--- config.mk ---
export PLATFORM = sky130hd
export DESIGN_NAME = modem_line_watch
export DESIGN_NICKNAME = d
export VERILOG_FILES = /design/src/rtl/mlw_pkg.sv /design/src/rtl/mlw_sync.sv /design/src/rtl/mlw_chg_track.sv /design/src/rtl/mlw_regs.sv /design/src/rtl/modem_line_watch.sv
export SDC_FILE = /design/constraint.sdc
export NUM_CORES = 1
export LEC_CHECK = 0
export ABC_AREA = 1
export BUFFER_PORTS_ARGS = -buffer_cell sky130_fd_sc_hd__buf_2
export CAP_MARGIN = 15
export CORE_MARGIN = 2
export CORE_UTILIZATION = 56
export CTS_BUF_LIST = sky130_fd_sc_hd__clkbuf_2
export CTS_CLUSTER_SIZE = 30
export DETAILED_ROUTE_END_ITERATION = 10
export GPL_TIMING_DRIVEN = 0
export PLACE_DENSITY = 0.95
export SYNTH_ARGS = -nofsm -noshare
export SYNTH_HDL_FRONTEND = slang
export SYNTH_HIERARCHICAL = 1
export SYNTH_SLANG_ARGS = --single-unit
--- constraint.sdc ---
create_clock -name clk -period 3.5 [get_ports clk]
set_clock_uncertainty 0.2 [all_clocks]
set_input_delay 0.35 -clock clk [delete_from_list [all_inputs] [get_ports clk]]
set_output_delay 0.35 -clock clk [all_outputs]
set_load 0.05 [all_outputs]
--- src/rtl/mlw_pkg.sv ---
package mlw_pkg;

    localparam int LINE_CNT  = 4;
    localparam int WATCH_CNT = 2;

    localparam int IDX_CTS = 0;
    localparam int IDX_DCD = 1;
    localparam int IDX_RI  = 2;
    localparam int IDX_DSR = 3;

    // sense register field bases (channel index added)
    localparam int SENSE_EN_LSB   = 0;
    localparam int SENSE_ALL_LSB  = 2;
    localparam int SENSE_RISE_LSB = 4;
    localparam int SENSE_W        = 6;

    // drive register fields
    localparam int DRV_RTS  = 0;
    localparam int DRV_DTR  = 1;
    localparam int DRV_LOOP = 2;
    localparam int DRV_W    = 3;

    // line register: change bits follow the levels
    localparam int LINE_CHG_LSB = LINE_CNT;

    typedef enum logic [1:0] {
        SEL_LINES = 2'd0,
        SEL_SENSE = 2'd1,
        SEL_DRIVE = 2'd2,
        SEL_NONE  = 2'd3
    } reg_sel_e;

    typedef enum logic {
        CHG_IDLE    = 1'b0,
        CHG_PENDING = 1'b1
    } chg_state_e;

endpackage

--- src/rtl/mlw_sync.sv ---
module mlw_sync #(
    parameter int WIDTH  = 4,
    parameter int STAGES = 2
) (
    input  logic             clk,
    input  logic             rst_n,
    input  logic [WIDTH-1:0] din,
    output logic [WIDTH-1:0] dout
);

    logic [WIDTH-1:0] stg [STAGES];

    always_ff @(posedge clk or negedge rst_n) begin
        if (!rst_n) stg[0] <= '0;
        else        stg[0] <= din;
    end

    for (genvar k = 1; k < STAGES; k++) begin : g_stage
        always_ff @(posedge clk or negedge rst_n) begin
            if (!rst_n) stg[k] <= '0;
            else        stg[k] <= stg[k-1];
        end
    end

    assign dout = stg[STAGES-1];

endmodule

--- src/rtl/mlw_chg_track.sv ---
module mlw_chg_track
    import mlw_pkg::*;
(
    input  logic clk,
    input  logic rst_n,
    input  logic lvl,
    input  logic watch_en,
    input  logic all_edges,
    input  logic rise_only,
    input  logic clr,
    output logic qualify,
    output logic pending
);

    chg_state_e state_q, state_d;
    logic       lvl_prev;
    logic       rise, fall, hit;

    always_ff @(posedge clk or negedge rst_n) begin
        if (!rst_n) lvl_prev <= 1'b0;
        else        lvl_prev <= lvl;
    end

    always_comb begin
        rise = lvl & ~lvl_prev;
        fall = ~lvl & lvl_prev;
        if (all_edges)      hit = rise | fall;
        else if (rise_only) hit = rise;
        else                hit = fall;
        qualify = watch_en & hit;
    end

    // next state: DETECT, ACK, HOLD
    always_comb begin
        state_d = state_q;
        unique case (state_q)
            CHG_IDLE:    if (qualify) state_d = CHG_PENDING;
            CHG_PENDING: if (clr && !qualify) state_d = CHG_IDLE;
            default:     state_d = CHG_IDLE;
        endcase
    end

    always_ff @(posedge clk or negedge rst_n) begin
        if (!rst_n) state_q <= CHG_IDLE;
        else        state_q <= state_d;
    end

    always_comb begin
        pending = (state_q == CHG_PENDING);
    end

endmodule

--- src/rtl/mlw_regs.sv ---
module mlw_regs
    import mlw_pkg::*;
#(
    parameter int DATA_W = 8
) (
    input  logic                 clk,
    input  logic                 rst_n,
    input  logic                 wr,
    input  logic [1:0]           addr,
    input  logic [DATA_W-1:0]    wdata,
    input  logic [LINE_CNT-1:0]  levels,
    input  logic [WATCH_CNT-1:0] pend,
    output logic [DATA_W-1:0]    rdata,
    output logic [WATCH_CNT-1:0] watch_en,
    output logic [WATCH_CNT-1:0] all_edges,
    output logic [WATCH_CNT-1:0] rise_only,
    output logic                 rts_bit,
    output logic                 dtr_bit,
    output logic                 loop_bit
);

    logic [SENSE_W-1:0] sense_q;
    logic [DRV_W-1:0]   drive_q;
    reg_sel_e           sel;
    logic               unused_wdata;

    assign sel          = reg_sel_e'(addr);
    assign unused_wdata = ^wdata[DATA_W-1:SENSE_W];

    always_ff @(posedge clk or negedge rst_n) begin
        if (!rst_n) begin
            sense_q <= '0;
            drive_q <= '0;
        end else if (wr) begin
            if (sel == SEL_SENSE) sense_q <= wdata[SENSE_W-1:0];
            if (sel == SEL_DRIVE) drive_q <= wdata[DRV_W-1:0];
        end
    end

    for (genvar i = 0; i < WATCH_CNT; i++) begin : g_fields
        assign watch_en[i]  = sense_q[SENSE_EN_LSB + i];
        assign all_edges[i] = sense_q[SENSE_ALL_LSB + i];
        assign rise_only[i] = sense_q[SENSE_RISE_LSB + i];
    end

    assign rts_bit  = drive_q[DRV_RTS];
    assign dtr_bit  = drive_q[DRV_DTR];
    assign loop_bit = drive_q[DRV_LOOP];

    always_comb begin
        rdata = '0;
        unique case (sel)
            SEL_LINES: begin
                rdata[LINE_CNT-1:0]                       = levels;
                rdata[LINE_CHG_LSB +: WATCH_CNT]          = pend;
            end
            SEL_SENSE: rdata[SENSE_W-1:0] = sense_q;
            SEL_DRIVE: rdata[DRV_W-1:0]   = drive_q;
            SEL_NONE:  rdata              = '0;
            default:   rdata              = '0;
        endcase
    end

endmodule

--- src/rtl/modem_line_watch.sv ---
module modem_line_watch
    import mlw_pkg::*;
#(
    parameter int DATA_W      = 8,
    parameter int SYNC_STAGES = 2
) (
    input  logic              clk,
    input  logic              rst_n,
    input  logic              bus_wr,
    input  logic              bus_rd,
    input  logic [1:0]        bus_addr,
    input  logic [DATA_W-1:0] bus_wdata,
    output logic [DATA_W-1:0] bus_rdata,
    input  logic              cts_i,
    input  logic              dcd_i,
    input  logic              ri_i,
    input  logic              dsr_i,
    output logic              rts_n_o,
    output logic              dtr_n_o,
    output logic              loop_en_o,
    output logic              line_chg_o
);

    logic [LINE_CNT-1:0]  pins_raw;
    logic [LINE_CNT-1:0]  lvl_s;
    logic [WATCH_CNT-1:0] qual_w, pend_w;
    logic [WATCH_CNT-1:0] watch_en_w, all_edges_w, rise_only_w;
    logic                 rts_bit, dtr_bit, loop_bit;
    logic                 clr_rd;

    always_comb begin
        pins_raw          = '0;
        pins_raw[IDX_CTS] = cts_i;
        pins_raw[IDX_DCD] = dcd_i;
        pins_raw[IDX_RI]  = ri_i;
        pins_raw[IDX_DSR] = dsr_i;
    end

    mlw_sync #(.WIDTH(LINE_CNT), .STAGES(SYNC_STAGES)) i_sync (
        .clk   (clk),
        .rst_n (rst_n),
        .din   (pins_raw),
        .dout  (lvl_s)
    );

    assign clr_rd = bus_rd && (reg_sel_e'(bus_addr) == SEL_LINES);

    for (genvar i = 0; i < WATCH_CNT; i++) begin : g_track
        mlw_chg_track i_track (
            .clk       (clk),
            .rst_n     (rst_n),
            .lvl       (lvl_s[i]),
            .watch_en  (watch_en_w[i]),
            .all_edges (all_edges_w[i]),
            .rise_only (rise_only_w[i]),
            .clr       (clr_rd),
            .qualify   (qual_w[i]),
            .pending   (pend_w[i])
        );
    end

    mlw_regs #(.DATA_W(DATA_W)) i_regs (
        .clk       (clk),
        .rst_n     (rst_n),
        .wr        (bus_wr),
        .addr      (bus_addr),
        .wdata     (bus_wdata),
        .levels    (lvl_s),
        .pend      (pend_w),
        .rdata     (bus_rdata),
        .watch_en  (watch_en_w),
        .all_edges (all_edges_w),
        .rise_only (rise_only_w),
        .rts_bit   (rts_bit),
        .dtr_bit   (dtr_bit),
        .loop_bit  (loop_bit)
    );

    assign rts_n_o    = ~rts_bit;
    assign dtr_n_o    = ~dtr_bit;
    assign loop_en_o  = loop_bit;
    assign line_chg_o = |(pend_w & watch_en_w);

endmodule


# Word-level counts from Yosys, hierarchy flattened
# Index checks and enable logic that the tools add are counted.
# classes
bitwise,17
n_reduce_logical,9
n_eq_ne,3
n_mux,12
# ops
cell,count
case mux 3 bit (4 select lines),1
two-way mux 1 bit,8
inverter 1 bit,8
bitwise AND 1 bit,6
case mux 3 bit (2 select lines),1
== test 2 bit (second input constant),2
case mux 1 bit (2 select lines),2
AND reduction 2 bit,2
logical AND 1 bit,3
bitwise AND 2 bit,1
== test 2 x 1 -> 1 bit (second input constant),1
logical NOT 1 bit,2
logical NOT 2 bit,1
OR 1 bit,2
OR reduction 2 bit,1
# word_totals
out_inout_bits,12
inputBits,18
ff_bits,21
wordCells,49

# Longest topological paths before layout
# logic_depth
depth_word,9
ltp_mapped,7
mapped_depth_nobuf,6

# By module
# Netlist, hierarchy kept.
# modules_own_cells
module,cells_each,instances,seq_area_each_um2,area_each_um2
mlw_regs,69,1,225.2,513.0
mlw_chg_track,17,2,50.0,128.9
mlw_sync,12,1,200.2,230.2
modem_line_watch,8,1,0.0,32.5

# Worst setup path after synthesis
# No wires, ideal clock.
# synth_timing
path_kind,in2out
start,in bus_addr[1]
end,out bus_rdata[1]
path_stages,5
setup_slack_ps,1786
required_ps,2950
path_buffers,2
arrival_ps,1164
path_cell_list,buf_4 > inv_2 > buf_4 > nand3_1 > nand3_1
# synth_between
elab_chain_len,2
elab_cells_between_ends,5
cone_classes,eq/ne (3); mux (1); reduce/logical (1)
# synth_lines
element,line_no,text
from (decl),modem_line_watch.sv:11,"input logic [1:0] bus_addr,"
"== test 2 bit, or another cell as far along",mlw_regs.sv:52,unique case (sel)
case mux 3 bit (4 select lines) *,mlw_regs.sv:52,
to (decl),modem_line_watch.sv:13,"output logic [DATA_W-1:0] bus_rdata,"
# Every way passes the cells marked *; elsewhere a longest branch is shown, timed or not.

# Worst setup path in the final report
# layout_timing
start,in bus_addr[1]
end,out bus_rdata[2]
# Same word-level chain as after synthesis.

==> flow_summary.yaml <==
status:
  status: "completed"
timing:
  worst_slack_ns: 1.59
  fmax_mhz: 525
  tns_ns: 0
  holdWs_ns: 0.0827
  maxSlewViolCount: 0
  hold_viol: 0
  setup_viol: 0
  period_share_pct: 54.5
  min_period_ns: 1.91
  rsz0062_at_grt: "false"
place:
  hpwl_um: 1590
  placedCellCount: 172
  post_dp_cell_area_um2: 1190
  io_buffer_count: 25
  place_ws_ns: 1.63
  gp_congestion: 0.803
grt:
  first_global_vias: 821
  grt_pass1_wl_um: 3290
  grt_start_max_net_pins: 22
  antenna_found_initial: 0
  grt.overflow.total: 0
  grt_use_total_pct: 21.2
critical_path:
  worstPathMaxFanout: 9
  arrival_ns: 1.36
  rrSetupSlack_ns: 2.16
  worstSetupEndpointType: "output port"
  critPathKind: "input port to output port"
  worstSetupStartpointType: "input port"
  cp.required_ns: 2.95
power:
  power.share.combinational_pct: 31.7
  leakage_nw: 0.715
  internal_power_mw: 0.358
  clock_power_share_pct: 16.9
  power_density_nw_per_um2: 462
  ir_worst_vdd_mv: 0.310
  power.total_mw: 0.580
  swShare_pct: 38.2
  switchingPower_mw: 0.221
  seqPwrFrac_pct: 51.4
clock_tree:
  cts_buffer_depth: 2
  clk_pin_slew_ns: 0.19
  clock_latency_ns: 0.30
  clock_sinks: 21
  cts_tree: "built"
  clock-root-buffer: "clkbuf_2"
  cts_resized: 0
  cts_buffers: 3
  htreeDepth: 1
floorplanning:
  pin_count: 30
  dieArea_um2: 2190
  fp.dieH_um: 46.8
  core-area_um2: 1730
  die_w_um: 46.8
  start_util_pct: 59.4
  rows: 15
cells_and_area:
  layout_commonest_cell: "nand2_1"
  diodes: 0
  nNetsFinal: 179
  layout_common_cells: "41 x nand2_1, 26 x buf_2, 21 x dfrtp_1, 16 x nand3_1, 13 x inv_1"
  layout-drive-gt1-share_pct: 27.6
  final_util_pct: 72.8
  final_cell_area_um2: 1260
  fin_cells: 181
  synthToLayoutAreaGrowth_pct: 22.4
drt:
  first_iter_violations: 38
  final_antenna_net_count: 0
  vias_per_cell: 5.17
  wl_per_cell_um: 12.0
  drtPass1Iterations: 4
  vias: 936
  drc_errors: 0
  wl_um: 2170
synth:
  yosys_warnings: 6
  synthCells: 121
  syn_area_per_cell_um2: 8.48
  synthesis.area_um2: 1030
flow_run:
  drv_cap: 0
min_path:
  hp-class: "input port to flip-flop"
## worst paths after layout
| check | from | to | depth (start not counted) |
|---|---|---|---|
| setup reg to reg | i_sync/dout[0] | g_track[0].i_track/pending | 6 |
| setup / recovery | bus_addr[1] | bus_rdata[2] | 6 |
| hold / removal | bus_wdata[0] | i_regs/sense_q[0] | 3 |
| min in group asynchronous | rst_n | i_sync/dout[0] | 2 |
| hold reg to reg | i_sync/stg[5] | i_sync/dout[1] | 0 |
| max in group asynchronous | rst_n | i_regs/sense_q[3] | 2 |
## worst max-delay path: stages
cell and delay [ns]:
buf_2 0.11, buf_4 0.17, nor2_2 0.26, nand2_1 0.10
nand3_1 0.09, buf_2 0.27
## power groups by stage
stage                     clock, mW  sequential [mW]  combinational [mW]
after detailed placement          0            0.302               0.179
after global routing          0.115            0.301               0.199
after CTS                     0.102            0.298               0.184
after global placement            0            0.300               0.173
final                        0.0979            0.298               0.184
after floorplan                   0            0.302               0.128
## sequential cells by signal, summed over array words and instances (netlist names)
name	cells
g_track.i_track/lvl_prev	2
i_sync/stg	4
i_regs/drive_q	3
g_track.i_track/pending	2
i_sync/dout	4
i_regs/sense_q	6
## area by class of cell
type | count | area (µm²)
repair buffers | 30 | 175
clock buffers | 4 | 20.0
multi-input cells | 76 | 375
plain buffers | 10 | 72.6
well taps | 25 | 31.3
fillers | 133 | 470
flip-flops and latches | 21 | 526
inverters | 15 | 56.3
## repair_timing
item / in CTS / in global routing
hold buffers: 5 / 0
hold endpoints to repair: 25 / 0
setup buffers: 0 / 0
## metal layers
metal	part of all wire [%]	GRT usage, %	up-vias
met5	0	0	-
met3	6.7	2.31	2
met2	53	38.9	47
met4	0.55	8.33	0
li1	-	-	450
met1	40	25.2	437
No activity file was read; power rests on OpenSTA's default activity.
